$ cat src/rtl/segx_pkg.sv
package segx_pkg;
  localparam int LIN_W  = 32;
  localparam int SEG_W  = 16;
  localparam int DLIM_W = 20;
  localparam int DESC_W = 64;

  typedef enum logic {ST_IDLE, ST_FETCH} segx_state_e;

  typedef struct packed {
    logic [LIN_W-1:0]  base;
    logic [DLIM_W-1:0] limit;
    logic              gran;
  } seg_desc_t;

  function automatic seg_desc_t unpack_desc(input logic [DESC_W-1:0] raw);
    seg_desc_t d;
    d.base  = {raw[63:56], raw[39:16]};
    d.limit = {raw[51:48], raw[15:0]};
    d.gran  = raw[55];
    return d;
  endfunction
endpackage

$ cat src/rtl/segx_sel_decode.sv
module segx_sel_decode
  import segx_pkg::*;
#(
  parameter int TLIM_W = 16
) (
  input  logic [SEG_W-1:0]  sel,
  input  logic [LIN_W-1:0]  tab_base,
  input  logic [TLIM_W-1:0] tab_lim,
  output logic [LIN_W-1:0]  desc_addr,
  output logic              local_sel,
  output logic              over_tab
);
  localparam int IDX_W = SEG_W - 3;

  logic [IDX_W-1:0] idx;
  logic [LIN_W-1:0] last_byte;

  assign idx       = sel[SEG_W-1:3];
  assign local_sel = sel[2];
  assign desc_addr = tab_base + LIN_W'({idx, 3'b000});
  assign last_byte = LIN_W'({idx, 3'b111});
  assign over_tab  = last_byte > LIN_W'(tab_lim);
endmodule

$ cat src/rtl/segx_lim_check.sv
module segx_lim_check
  import segx_pkg::*;
#(
  parameter int EA_W = 32
) (
  input  logic [DESC_W-1:0] raw_desc,
  input  logic [EA_W-1:0]   ofs,
  output logic [LIN_W-1:0]  lin,
  output logic              fault
);
  seg_desc_t        d;
  logic [LIN_W-1:0] eff_lim;

  assign d = unpack_desc(raw_desc);

  generate
    if (LIN_W > DLIM_W + 12) begin : g_pad
      assign eff_lim = d.gran ? LIN_W'({d.limit, 12'hFFF}) : LIN_W'(d.limit);
    end else begin : g_full
      assign eff_lim = d.gran ? {d.limit, 12'hFFF} : LIN_W'(d.limit);
    end
  endgenerate

  assign fault = LIN_W'(ofs) > eff_lim;
  assign lin   = fault ? '0 : d.base + LIN_W'(ofs);
endmodule

$ cat src/rtl/segment_translator.sv
module segment_translator
  import segx_pkg::*;
#(
  parameter int EA_W   = 32,
  parameter int TLIM_W = 16
) (
  input  logic                    clk,
  input  logic                    rst_n,
  input  logic                    req_valid,
  output logic                    req_ready,
  input  logic                    prot_en,
  input  logic [SEG_W-1:0]        seg_val,
  input  logic [EA_W-1:0]         eff_addr,
  input  logic [TLIM_W+LIN_W-1:0] gtab_reg,
  output logic                    mem_rd_req,
  output logic [LIN_W-1:0]        mem_rd_addr,
  input  logic                    mem_rd_valid,
  input  logic [DESC_W-1:0]       mem_rd_data,
  output logic                    rsp_valid,
  output logic                    rsp_fault,
  output logic [LIN_W-1:0]        rsp_lin
);
  localparam int SHIFT = 4;

  segx_state_e      st;
  logic [LIN_W-1:0] addr_q;
  logic [EA_W-1:0]  ea_q;
  logic             accept;
  logic [LIN_W-1:0] dec_addr;
  logic             dec_local;
  logic             dec_over;
  logic [LIN_W-1:0] real_lin;
  logic [LIN_W-1:0] chk_lin;
  logic             chk_fault;

  segx_sel_decode #(.TLIM_W(TLIM_W)) u_dec (
    .sel      (seg_val),
    .tab_base (gtab_reg[TLIM_W+LIN_W-1:TLIM_W]),
    .tab_lim  (gtab_reg[TLIM_W-1:0]),
    .desc_addr(dec_addr),
    .local_sel(dec_local),
    .over_tab (dec_over)
  );

  segx_lim_check #(.EA_W(EA_W)) u_chk (
    .raw_desc(mem_rd_data),
    .ofs     (ea_q),
    .lin     (chk_lin),
    .fault   (chk_fault)
  );

  assign req_ready   = (st == ST_IDLE);
  assign accept      = req_valid && req_ready;
  assign real_lin    = (LIN_W'(seg_val) << SHIFT) + LIN_W'(eff_addr);
  assign mem_rd_req  = (st == ST_FETCH);
  assign mem_rd_addr = addr_q;

  always_ff @(posedge clk or negedge rst_n) begin
    if (!rst_n) begin
      st        <= ST_IDLE;
      addr_q    <= '0;
      ea_q      <= '0;
      rsp_valid <= 1'b0;
      rsp_fault <= 1'b0;
      rsp_lin   <= '0;
    end else begin
      rsp_valid <= 1'b0;
      case (st)
        ST_IDLE: begin
          if (accept) begin
            if (!prot_en) begin
              rsp_valid <= 1'b1;
              rsp_fault <= 1'b0;
              rsp_lin   <= real_lin;
            end else if (dec_local || dec_over) begin
              rsp_valid <= 1'b1;
              rsp_fault <= 1'b1;
              rsp_lin   <= '0;
            end else begin
              st     <= ST_FETCH;
              addr_q <= dec_addr;
              ea_q   <= eff_addr;
            end
          end
        end
        ST_FETCH: begin
          if (mem_rd_valid) begin
            rsp_valid <= 1'b1;
            rsp_fault <= chk_fault;
            rsp_lin   <= chk_lin;
            st        <= ST_IDLE;
          end
        end
        default: st <= ST_IDLE;
      endcase
    end
  end
endmodule


$ cat config.mk
export PLATFORM = sky130hd
export DESIGN_NAME = segment_translator
export DESIGN_NICKNAME = d
export VERILOG_FILES = /design/src/rtl/segx_pkg.sv /design/src/rtl/segx_sel_decode.sv /design/src/rtl/segx_lim_check.sv /design/src/rtl/segment_translator.sv
export SDC_FILE = /design/constraint.sdc
export NUM_CORES = 1
export LEC_CHECK = 0
export ABC_AREA = 1
export ABC_CLOCK_PERIOD_IN_PS = 2300
export BUFFER_PORTS_ARGS = -buffer_cell sky130_fd_sc_hd__buf_2
export CORE_MARGIN = 5
export CORE_UTILIZATION = 40
export CTS_CLUSTER_SIZE = 30
export DETAILED_ROUTE_END_ITERATION = 6
export GPL_TIMING_DRIVEN = 0
export SLEW_MARGIN = 20
export SYNTH_ARGS = -nofsm -noshare
export SYNTH_HDL_FRONTEND = slang
export SYNTH_HIERARCHICAL = 1
export SYNTH_SLANG_ARGS = --single-unit
$ cat constraint.sdc
create_clock -name clk -period 2.3 [get_ports clk]
set_input_delay 0.46 -clock clk [delete_from_list [all_inputs] [get_ports clk]]
set_output_delay 0.46 -clock clk [all_outputs]
set_load 0.05 [all_outputs]
==> run_results.csv, run 1 <==
group,metric,value,unit
run_status,status,"finished clean",
cts,tritoncts.num_buffers,9,
timing,setup_viol,0,
setup_path,timing.critical_path.mode_cell,"sky130_fd_sc_hd__nand2_1",
power_and_ir_drop,p_clk_share,13.0,%
timing,fin_tns_setup,0,ns
yosys,post-synth-top-count-cell,"sky130_fd_sc_hd__nand2_1",
yosys,synthesis.yosys.warnings,6,
floorplanning,design.core.area,0.0276,mm²
yosys,synth_top_area_share,22.3,%
yosys,synth_top_cells_by_count,"539 x sky130_fd_sc_hd__nand2_1, 263 x sky130_fd_sc_hd__inv_1, 160 x sky130_fd_sc_hd__nor2_1",
setup_path,timing.critical_path.from_type,"register",
power_and_ir_drop,static-leakage-power,7.61,nW
setup_path,worst-endpoint-arrival,2.53,ns
power_and_ir_drop,p_sw_share,51.9,%
floorplanning,floorplan.die_area,0.0312,mm²
yosys,synth.top_cells.by_area,"sky130_fd_sc_hd__dfrtp_1 22%, sky130_fd_sc_hd__nand2_1 18%, sky130_fd_sc_hd__ha_1 12%, sky130_fd_sc_hd__inv_1 8.9%, sky130_fd_sc_hd__nor2_1 5.4%",
timing,unrepaired_setup_endpoints_after_global_routing,"true",
yosys,synthDominantAreaCellType,"sky130_fd_sc_hd__dfrtp_1",
yosys,syn-mean-instance-area,6.49,µm²
place,detailed_place.area,0.0127,mm²
timing,fmaxAchievable,0.436,GHz
finish,layout-drive-gt1-share,29.4,%
drt,post-route-drc-count,0,
timing,slew_viol_final,0,
timing,clock_skew,0.0149,ns
place,gp_routability_congestion,1.02,
drt,count_of_nets_left_with_antenna_violations_after_detail_routing,0,
floorplanning,start_util,40.2,%
job,max_cap_viol_count,0,
drt,finalWirelength,41.4,mm
cts,tritoncts,"built",
drt,first_iter_violations,647,
cts,cts.htree.levels,3,
power_and_ir_drop,combinational_share_of_power,62.3,%
power_and_ir_drop,intPower,0.00570,W
yosys,dominantRegCellSynth,"sky130_fd_sc_hd__dfrtp_1",
finish,finalNonFillerCells,2342,
grt,grt_antenna_before_repair,9,
cts,clock_sinks,99,
yosys,syn_nets,1983,
place,dp_hpwl,34.8,mm
grt,first_global_vias,11700,
yosys,synth_async_sr_flop_share,100,%
timing,max_slew.worst_pin.slew,0.673,ns
floorplanning,die_height,177,µm
yosys,synth.cell_area,0.0111,mm²
power_and_ir_drop,total_power,0.0118,W
setup_path,cp_cell_sequence,"ha_4 -> nand4_1 -> nor3_4 -> nand2_1 -> nand2_1 -> nand2_2 -> a21oi_4 -> buf_12 -> buf_6 -> nor2_2 -> a21oi_2 -> a21oi_1",
floorplanning,placement_rows,61,
grt,globalRouteTotalUtil,25.7,%
cts,max-clock-path-buffers,2,
setup_path,timing.critical_path.slowest_cell_delay,0.50,ns
setup_path,timing.critical_path.required,2.54,ns
setup_path,critical_path_buf_inv_count,2,
cts,cts_root_buffer,"sky130_fd_sc_hd__clkbuf_16",
grt,grt_start_max_net_pins,77,
cts,cts.clk_slew.worst_paths,0.08,ns
timing,hold_ws,0.324,ns
power_and_ir_drop,vdd_drop_max,0.738,mV
yosys,synth-seq-cells,99,
power_and_ir_drop,sequentialPowerShare,24.6,%
setup_path,criticalPathCategory,"register to register",
floorplanning,die_w,177,µm
finish,area.growth.synth_to_final,27.6,%
drt,num_vias,11700,
timing,slew_headroom,55.1,%
place,placement.io_buffers,217,
timing,final_period_minus_worst_setup_slack,2.30,ns
worst_hold_path,timing.hold.worst.class,"input port to register",
finish,layout.nets,2230,
setup_path,slowest_library_cell_on_the_worst_path,"sky130_fd_sc_hd__dfrtp_2",
timing,timing.final.hold_violations,0,
timing,finalCritPeriodShare,99.8,%
cts,insertion_delay,0.36,ns
power_and_ir_drop,net_switching_power,0.00614,W
drt,drt_pre_antenna_iters,5,
place,place_inst,2306,
setup_path,cp_top_family,"simple AND/OR/NAND/NOR gates",
yosys,postSynthCellCount,1710,
yosys,synth.yosys.seq_area_share,22.3,%
yosys,synth.distinct_cells,48,
floorplanning,io_pins,233,
power_and_ir_drop,power_density,836,mW/mm²
drt,vias_per_cell,5.01,
setup_path,worst-path-max-fanout,10,
grt,global_route.overflow_total,0,
drt,avgRoutedWirePerCell,17.7,µm
setup_path,type_of_destination_of_the_critical_path,"register",
yosys,number_of_synthesized_flops_with_an_enable_pin,0,
grt,grt_pass1_wl,62.1,mm
finish,design_area,0.0142,mm²
-- state kept, by name, summed over array words and instances (netlist names) --
signal / cells
rsp_valid: 1
rsp_fault: 1
rsp_lin: 32
ea_q: 32
mem_rd_req: 1
mem_rd_addr: 32
-- cell type report --
| cell class | instances | area, µm² |
|---|---|---|
| antenna | 2 | 5.00 |
| sequential | 99 | 2500 |
| inverter | 275 | 1040 |
| buffer | 32 | 320 |
| tap | 378 | 473 |
| fill | 2853 | 13500 |
| clock buffer | 9 | 225 |
| multi-input combinational | 1304 | 8180 |
| timing repair buffer | 236 | 1360 |
| clock inverter | 7 | 60.1 |
-- power groups by stage --
stage                     registers (W)  logic, W  clock network, W
final                           0.00292   0.00738           0.00154
after global placement          0.00283   0.00644                 0
after CTS                       0.00284   0.00684           0.00157
after floorplan                 0.00384   0.00359                 0
after global routing            0.00297   0.00805           0.00164
after detailed placement        0.00283   0.00651                 0
-- final timing paths --
kind / startpoint / end / slack, ns / cells after the start
max: ea_q[8] / rsp_lin[19] / 0.005 / 12
min: gtab_reg[18] / mem_rd_addr[2] / 0.32 / 2
min in group asynchronous: rst_n / mem_rd_addr[0] / 0.52 / 2
max in group asynchronous: rst_n / ea_q[31] / 1.07 / 3
min reg2reg: rsp_lin[26] / rsp_lin[26] / 0.48 / 2
max reg2reg: ea_q[8] / rsp_lin[19] / 0.005 / 12
-- worst register-to-register path: stages, from the launching register on --
cell and delay (ns):
sky130_fd_sc_hd__dfrtp_2 0.50, sky130_fd_sc_hd__ha_4 0.30, sky130_fd_sc_hd__nand4_1 0.17, sky130_fd_sc_hd__nor3_4 0.20, sky130_fd_sc_hd__nand2_1 0.08, sky130_fd_sc_hd__nand2_1 0.09, sky130_fd_sc_hd__nand2_2 0.08, sky130_fd_sc_hd__a21oi_4 0.14
sky130_fd_sc_hd__buf_12 0.15, sky130_fd_sc_hd__buf_6 0.13, sky130_fd_sc_hd__nor2_2 0.05, sky130_fd_sc_hd__a21oi_2 0.19, sky130_fd_sc_hd__a21oi_1 0.10
-- metrics by stage --
step	util (%)	worst slack, ns
2_1_floorplan	-	0.00289
3_3_place_gp	46.0	-0.673
3_5_place_dp	46.1	-0.708
4_1_cts	48.6	0.000554
5_1_grt	51.3	-0.0770
6_report	51.3	0.00460
-- repair_timing --
| action | CTS | global route |
|---|---|---|
| pin swaps | 5 | 42 |
| hold endpoints to repair | 23 | 0 |
| buffers inserted | 6 | 7 |
| gates resized for setup | 59 | 145 |
| hold buffers | 1 | 0 |
| gates cloned | 2 | 2 |
| endpoints found under the setup margin | 99 | 87 |
-- per-layer routing --
metal	track usage [%]	vias up	wire, µm	part of all wire (%)
li1	-	5918	-	-
met1	31.3	5388	17400	42
met2	45.5	324	20200	49
met3	4.14	91	2120	5.1
met4	10.0	14	1570	3.8
met5	0	-	88	0.21
-- placed cells by master, fill, tap and decap left out, types with 12 or more instances in the layout --
master,instances
sky130_fd_sc_hd__o21ai_0,31
sky130_fd_sc_hd__xnor2_1,14
sky130_fd_sc_hd__buf_6,13
sky130_fd_sc_hd__buf_2,215
sky130_fd_sc_hd__nand2_1,519
sky130_fd_sc_hd__buf_4,21
sky130_fd_sc_hd__ha_1,64
sky130_fd_sc_hd__nor2_2,40
sky130_fd_sc_hd__nand2_2,50
sky130_fd_sc_hd__nor2_1,139
sky130_fd_sc_hd__clkbuf_16,12
sky130_fd_sc_hd__nand4_1,21
sky130_fd_sc_hd__inv_1,259
sky130_fd_sc_hd__dfrtp_2,21
sky130_fd_sc_hd__a21oi_2,27
sky130_fd_sc_hd__nand3_1,105
sky130_fd_sc_hd__dfrtp_1,78
sky130_fd_sc_hd__nor2_4,12
sky130_fd_sc_hd__inv_2,13
sky130_fd_sc_hd__mux2_4,17
sky130_fd_sc_hd__a21oi_1,84
sky130_fd_sc_hd__ha_4,37
sky130_fd_sc_hd__mux2_2,36
sky130_fd_sc_hd__xor2_1,14
-- cells by family (layout without fill, tap and decap cells) --
group,after synthesis,in the layout,synth area share [%]
adder cells (fa/ha/maj),108,108,12.4
XOR/XNOR,28,28,2.21
multiplexers,61,61,6.67
AND/OR/NAND/NOR,937,937,36.9
flip-flops,99,99,22.3
buffers and inverters,307,559,11.1
AO/OA/AOI/OAI,170,170,8.42
other,0,2,0
(Power assumes the default switching activity.)
==> run 2: changes to the inputs <==
--- a/config.mk
+++ b/config.mk
@@ -7,5 +7,4 @@
 export LEC_CHECK = 0
 export ABC_AREA = 1
-export ABC_CLOCK_PERIOD_IN_PS = 2300
 export BUFFER_PORTS_ARGS = -buffer_cell sky130_fd_sc_hd__buf_2
 export CORE_MARGIN = 5
@@ -14,4 +13,5 @@
 export DETAILED_ROUTE_END_ITERATION = 6
 export GPL_TIMING_DRIVEN = 0
+export PLACE_DENSITY = 0.67
 export SLEW_MARGIN = 20
 export SYNTH_ARGS = -nofsm -noshare
==> constraint.sdc (replaced) <==
create_clock -name clk -period 2.3 [get_ports clk]
set_input_delay 0.46 -clock clk [delete_from_list [all_inputs] [get_ports clk]]
set_output_delay 0.46 -clock clk [all_outputs]
set_load 0.01 [all_outputs]
==> run 2 against run 1 <==
Against the previous run:
- the flow now finishes with violations (DRC, setup timing)
- first-iteration DRC count is 0.31% higher
- via count is 0.86% higher
- total power is 12% lower
- wire length is 5.9% lower
- critical endpoint is now rsp_lin[6]
- cell count is 0.17% lower
- clock power is 3% higher
- flip-flop and latch count stayed put
- critical path type is now input port to register
==> run_results.csv, run 2 (same netlist as run 1, synthesis figures left out) <==
group,metric,value,unit
finish,total_of_fill_cells_in_the_finished_design,2836,
cts,tritoncts.num_buffers,9,
power_and_ir_drop,vdd_drop_max,0.352,mV
power_and_ir_drop,intPower,0.00567,W
grt,grt_antenna_before_repair,8,
setup_path,timing.critical_path.slowest_cell_delay,0.38,ns
power_and_ir_drop,static-leakage-power,7.54,nW
finish,finalNonFillerCells,2338,
timing,timing.final.hold_violations,0,
floorplanning,start_util,40.2,%
place,placement.io_buffers,217,
drt,finalWirelength,38.9,mm
setup_path,worst-endpoint-arrival,2.63,ns
setup_path,worst-path-max-fanout,6,
drt,vias_per_cell,5.06,
worst_hold_path,timing.hold.worst.class,"input port to asynchronous set/reset pin",
setup_path,timing.critical_path.mode_cell,"sky130_fd_sc_hd__nand2_1",
grt,grt_start_max_net_pins,54,
cts,clock_sinks,99,
finish,most_common_cell_after_layout_fill_and_taps_aside,"sky130_fd_sc_hd__nand2_1",
drt,num_vias,11800,
power_and_ir_drop,sequentialPowerShare,27.7,%
cts,cts.htree.levels,3,
run_status,failed_checks,"DRC, setup timing",
timing,setup_viol,15,
power_and_ir_drop,power_density,752,mW/mm²
power_and_ir_drop,p_sw_share,45.7,%
drt,first_iter_violations,649,
finish,layout.nets,2226,
drt,post-route-drc-count,1,
grt,global_route.overflow_total,0,
place,place_ws,-0.771,ns
place,dp_hpwl,32.9,mm
finish,multi_input_comb_area,0.00797,mm²
finish,final_cell_mix,"524 x sky130_fd_sc_hd__nand2_1, 262 x sky130_fd_sc_hd__inv_1, 222 x sky130_fd_sc_hd__buf_2",
timing,unrepaired_setup_endpoints_after_global_routing,"true",
setup_path,critical_path_buf_inv_count,3,
timing,clock_skew,0.0123,ns
power_and_ir_drop,p_clk_share,15.2,%
setup_path,cp_cell_sequence,"buf_12 -> mux2i_1 -> ha_1 -> a21oi_1 -> nand2_1 -> nand2_1 -> nand2_2 -> a21oi_4 -> a21oi_4 -> buf_6 -> buf_4 -> nor2_1 -> nand2_1 -> a31oi_1",
finish,area.growth.synth_to_final,24.9,%
floorplanning,design.core.area,0.0276,mm²
floorplanning,die_w,177,µm
floorplanning,placement_rows,61,
cts,max-clock-path-buffers,2,
power_and_ir_drop,combinational_share_of_power,57.0,%
setup_path,slowest_library_cell_on_the_worst_path,"sky130_fd_sc_hd__mux2i_1",
floorplanning,die_height,177,µm
drt,count_of_nets_left_with_antenna_violations_after_detail_routing,0,
drt,avgRoutedWirePerCell,16.6,µm
drt,drt_pre_antenna_iters,7,
timing,final_period_minus_worst_setup_slack,2.34,ns
finish,layout-drive-gt1-share,27.7,%
cts,tritoncts,"built",
setup_path,timing.critical_path.from_type,"input port",
setup_path,cp_top_family,"compound AO/OA/AOI/OAI gates",
timing,fmaxAchievable,0.427,GHz
setup_path,type_of_destination_of_the_critical_path,"register",
floorplanning,floorplan.die_area,0.0312,mm²
timing,finalCritPeriodShare,102,%
finish,design_area,0.0139,mm²
power_and_ir_drop,total_power,0.0104,W
grt,grt_pass1_wl,58.8,mm
place,place_inst,2306,
finish,ff_latch_area,0.00250,mm²
grt,first_global_vias,11500,
timing,fin_ws,-0.0429,ns
cts,cts_root_buffer,"sky130_fd_sc_hd__clkbuf_16",
place,detailed_place.area,0.0127,mm²
run_status,status,"finished, violations left",
timing,max_slew.worst_pin.slew,0.641,ns
cts,insertion_delay,0.36,ns
power_and_ir_drop,net_switching_power,0.00477,W
setup_path,timing.critical_path.required,2.58,ns
timing,slew_viol_final,0,
floorplanning,io_pins,233,
grt,globalRouteTotalUtil,24.0,%
job,max_cap_viol_count,0,
setup_path,criticalPathCategory,"input port to register",
cts,cts.clk_slew.worst_paths,0.07,ns
timing,slew_headroom,57.2,%
place,gp_routability_congestion,0.995,
-- run 2: final cells by class --
class | instances | share of cell area (%)
multi-input combinational | 1304 | 57.4
sequential | 99 | 18.0
timing repair buffer | 232 | 9.29
inverter | 275 | 7.48
tap | 378 | 3.41
buffer | 32 | 2.13
clock buffer | 11 | 1.75
clock inverter | 5 | 0.451
antenna | 2 | 0.0361
-- run 2: power by group through the flow --
stage | clock network, W | registers, W | logic [W]
5_1_grt | 0.00169 | 0.00294 | 0.00659
3_5_place_dp | 0 | 0.00281 | 0.00532
2_1_floorplan | 0 | 0.00275 | 0.00359
3_3_place_gp | 0 | 0.00280 | 0.00524
6_report | 0.00159 | 0.00289 | 0.00595
4_1_cts | 0.00163 | 0.00280 | 0.00551
-- run 2: worst paths after layout --
kind	start	end	slack [ns]	depth (start not counted)
worst min-delay path	rst_n	mem_rd_addr[20]	0.02	1
worst max register to register	ea_q[9]	rsp_lin[22]	-0.03	11
min in group clk	mem_rd_valid	mem_rd_req	0.33	2
worst min register to register	mem_rd_addr[0]	mem_rd_addr[0]	0.50	1
max in group asynchronous	rst_n	ea_q[21]	1.62	2
worst max-delay path	mem_rd_data[55]	rsp_lin[6]	-0.04	14
-- run 2: timing repair --
item / in CTS / in global routing
resized for setup: 47 / 101
endpoints found under the setup margin: 99 / 90
hold buffers: 0 / 0
buffers inserted: 2 / 9
cloned: 0 / 3
pin swaps: 5 / 40
-- run 2: through the flow --
step / util (%) / TNS [ns] / hold slack, ns
after CTS: 48.0 / 0 / 0.0342
after global placement: 46.0 / -87.27 / 0.466
after floorplan: - / 0 / 0.164
after global routing: 50.2 / -2.33 / 0.0539
after detailed placement: 46.1 / -52.88 / 0.428
final: 50.2 / -0.311 / 0.0199
-- run 2: metal layers --
metal,vias to the layer above,GRT usage [%],share of wire [%]
met5,-,0,0.20
met4,12,9.09,3.9
met1,5398,29.5,41
met2,422,42.1,47
li1,5908,-,-
met3,96,4.06,7.4
-- run 2: worst reg2reg max path, stage by stage, from the launching register on --
cell	delay, ns
sky130_fd_sc_hd__dfrtp_2	0.48
sky130_fd_sc_hd__ha_4	0.30
sky130_fd_sc_hd__nand4_1	0.11
sky130_fd_sc_hd__nor3_2	0.23
sky130_fd_sc_hd__nand2_1	0.08
sky130_fd_sc_hd__nand2_1	0.08
sky130_fd_sc_hd__nand2_2	0.08
sky130_fd_sc_hd__a21oi_4	0.29
sky130_fd_sc_hd__buf_6	0.20
sky130_fd_sc_hd__nor2_1	0.07
sky130_fd_sc_hd__a21oi_2	0.22
sky130_fd_sc_hd__a21oi_2	0.08
==> run 3: changes to the inputs <==
Settings changed: CORE_MARGIN 5 to 4.
==> run 3 against run 2 <==
Against the previous run:
- the flow finishes with violations (setup timing)
- non-clock buffer count grew 3
- flip-flop and latch count is the same
- total power grew 2.2%
- combinational power grew 4.9%
- via count grew 1.1%
- first-iteration DRC count grew 16%
- cell count is essentially flat
- fmax shrank 2.1%
- critical path depth shrank 2
- die area shrank 2.3%
- register-to-register slack lost 0.06 ns
==> run_results.csv, run 3 (same netlist as run 1, synthesis figures left out) <==
group,metric,value,unit
timing,hold_ws,0.306,ns
drt,num_vias,12000,
drt,avgRoutedWirePerCell,17.3,µm
drt,post-route-drc-count,0,
drt,count_of_nets_left_with_antenna_violations_after_detail_routing,0,
floorplanning,die_w,175,µm
power_and_ir_drop,power_density,762,mW/mm²
cts,insertion_delay,0.36,ns
place,placement.io_buffers,217,
drt,first_iter_violations,755,
timing,timing.final.hold_violations,0,
finish,layout-drive-gt1-share,28.1,%
setup_path,reg2regPathDepth,12,
cts,tritoncts,"built",
floorplanning,placement_rows,60,
setup_path,type_of_destination_of_the_critical_path,"register",
timing,slew_viol_final,0,
floorplanning,design.core.area,0.0271,mm²
cts,max-clock-path-buffers,2,
finish,design_area,0.0140,mm²
timing,fmaxAchievable,0.418,GHz
cts,cts_root_buffer,"sky130_fd_sc_hd__clkbuf_16",
timing,setup_viol,26,
setup_path,r2r_start,"ea_q[10]",
place,gp_routability_congestion,0.976,
finish,area.growth.synth_to_final,25.9,%
floorplanning,io_pins,233,
setup_path,critical_path.reg2reg.endpoint,"rsp_lin[22]",
floorplanning,start_util,41.0,%
grt,grt_antenna_before_repair,6,
finish,most_common_cell_after_layout_fill_and_taps_aside,"sky130_fd_sc_hd__nand2_1",
worst_hold_path,worst_hold_path.num_cells,2,
worst_hold_path,terminating_pin_of_the_worst_hold_path,"mem_rd_req",
drt,detailroute.wirelength.met2,19.6,mm
power_and_ir_drop,static-leakage-power,7.60,nW
grt,global_route.overflow_total,0,
place,place_ws,-0.643,ns
grt,grt_start_max_net_pins,64,
cts,tritoncts.num_buffers,9,
setup_path,timing.critical_path.required,2.55,ns
drt,top_signal_layer_used,"met5",
worst_hold_path,hold_path.startpoint,"mem_rd_valid",
grt,grt_pass1_wl,61.5,mm
job,max_cap_viol_count,0,
cts,clock_sinks,99,
drt,vias_per_cell,5.12,
grt,first_global_vias,11700,
place,dp_hpwl,34.3,mm
setup_path,r2r_slack,-0.09,ns
place,detailed_place.area,0.0127,mm²
timing,max_slew.worst_pin.slew,0.673,ns
timing,final_period_minus_worst_setup_slack,2.39,ns
floorplanning,floorplan.die_area,0.0305,mm²
drt,drt_pre_antenna_iters,5,
power_and_ir_drop,vdd_drop_max,0.394,mV
grt,globalRouteTotalUtil,25.6,%
setup_path,worst-path-max-fanout,10,
drt,finalWirelength,40.5,mm
worst_hold_path,timing.hold.worst.class,"input port to register",
setup_path,worst-endpoint-arrival,2.64,ns
cts,cts.clk_slew.worst_paths,0.08,ns
finish,layout.nets,2229,
finish,final_cell_mix,"527 x sky130_fd_sc_hd__nand2_1, 259 x sky130_fd_sc_hd__inv_1, 217 x sky130_fd_sc_hd__buf_2",
timing,fin_ws,-0.0939,ns
timing,finalCritPeriodShare,104,%
drt,wl_met1,17.0,mm
run_status,status,"finished, violations left",
cts,cts.htree.levels,3,
setup_path,timing.critical_path.from_type,"register",
setup_path,criticalPathCategory,"register to register",
drt,detailed_routed_wire_length_on_met3,2.62,mm
floorplanning,die_height,175,µm
timing,unrepaired_setup_endpoints_after_global_routing,"true",
run_status,failed_checks,"setup timing",
timing,clock_skew,0.0113,ns
timing,slew_headroom,55.1,%
-- run 3: critical path: stages, from the launching register on --
cell and delay (ns):
sky130_fd_sc_hd__dfrtp_2 0.49, sky130_fd_sc_hd__ha_4 0.29, sky130_fd_sc_hd__nand4_1 0.22, sky130_fd_sc_hd__nor3_2 0.27, sky130_fd_sc_hd__nand2_1 0.08, sky130_fd_sc_hd__nand2_1 0.08, sky130_fd_sc_hd__nand2_2 0.07, sky130_fd_sc_hd__a21oi_4 0.15
sky130_fd_sc_hd__buf_12 0.16, sky130_fd_sc_hd__buf_12 0.14, sky130_fd_sc_hd__nor2_2 0.05, sky130_fd_sc_hd__a21oi_2 0.20, sky130_fd_sc_hd__a21oi_2 0.08
-- run 3: where the power goes --
group	total, W	switching (W)	internal [W]	leakage [nW]
Combinational	0.00624	0.00364	0.00260	6.29
Sequential	0.00292	0.000652	0.00227	1.18
Clock	0.00149	0.000721	0.000774	0.132
Total	0.0107	0.00502	0.00565	7.60
-- run 3: through the flow --
stage	instances	power, W	TNS [ns]	utilization [%]
6_report	2336	0.0107	-1.10	51.6
3_3_place_gp	2299	0.00819	-83.33	46.9
3_5_place_dp	2300	0.00828	-47.07	47.0
4_1_cts	2322	0.0101	-0.0256	49.1
5_1_grt	2333	0.0114	-4.21	51.6
2_1_floorplan	1710	0.00634	0	-
-- run 3: final cells by class --
type / instances / area, µm²
plain buffers: 32 / 318
clock inverters: 6 / 48.8
well taps: 372 / 465
multi-input cells: 1304 / 8050
diodes: 3 / 7.51
repair buffers: 235 / 1330
flip-flops and latches: 99 / 2490
inverters: 275 / 1040
clock buffers: 10 / 239
fillers: 2732 / 13100
-- run 3: how the worst max path moves through the flow --
stage | start | end | slack [ns] | depth (start not counted)
after floorplan | mem_rd_data[55] | rsp_lin[22] | 0.003 | 14
after global placement | mem_rd_data[55] | rsp_lin[22] | -0.66 | 14
after detailed placement | mem_rd_data[55] | rsp_lin[22] | -0.64 | 14
after CTS | seg_val[13] | rsp_lin[27] | -0.01 | 14
after global routing | ea_q[10] | rsp_lin[29] | -0.18 | 12
final | ea_q[10] | rsp_lin[22] | -0.09 | 12
-- run 3: layer usage --
| layer | vias to the layer above | GRT usage, % |
|---|---|---|
| li1 | 5928 | - |
| met1 | 5528 | 31.8 |
| met2 | 421 | 45.7 |
| met3 | 75 | 4.02 |
| met4 | 12 | 8.12 |
| met5 | - | 0 |
-- run 3: timing repair --
item	4_1_cts	5_1_grt
hold buffers	1	0
setup endpoints to repair	91	96
resized for setup	46	126
setup buffers	5	9
endpoints found under the hold margin	3	0
pin swaps	8	37
cloned	0	3
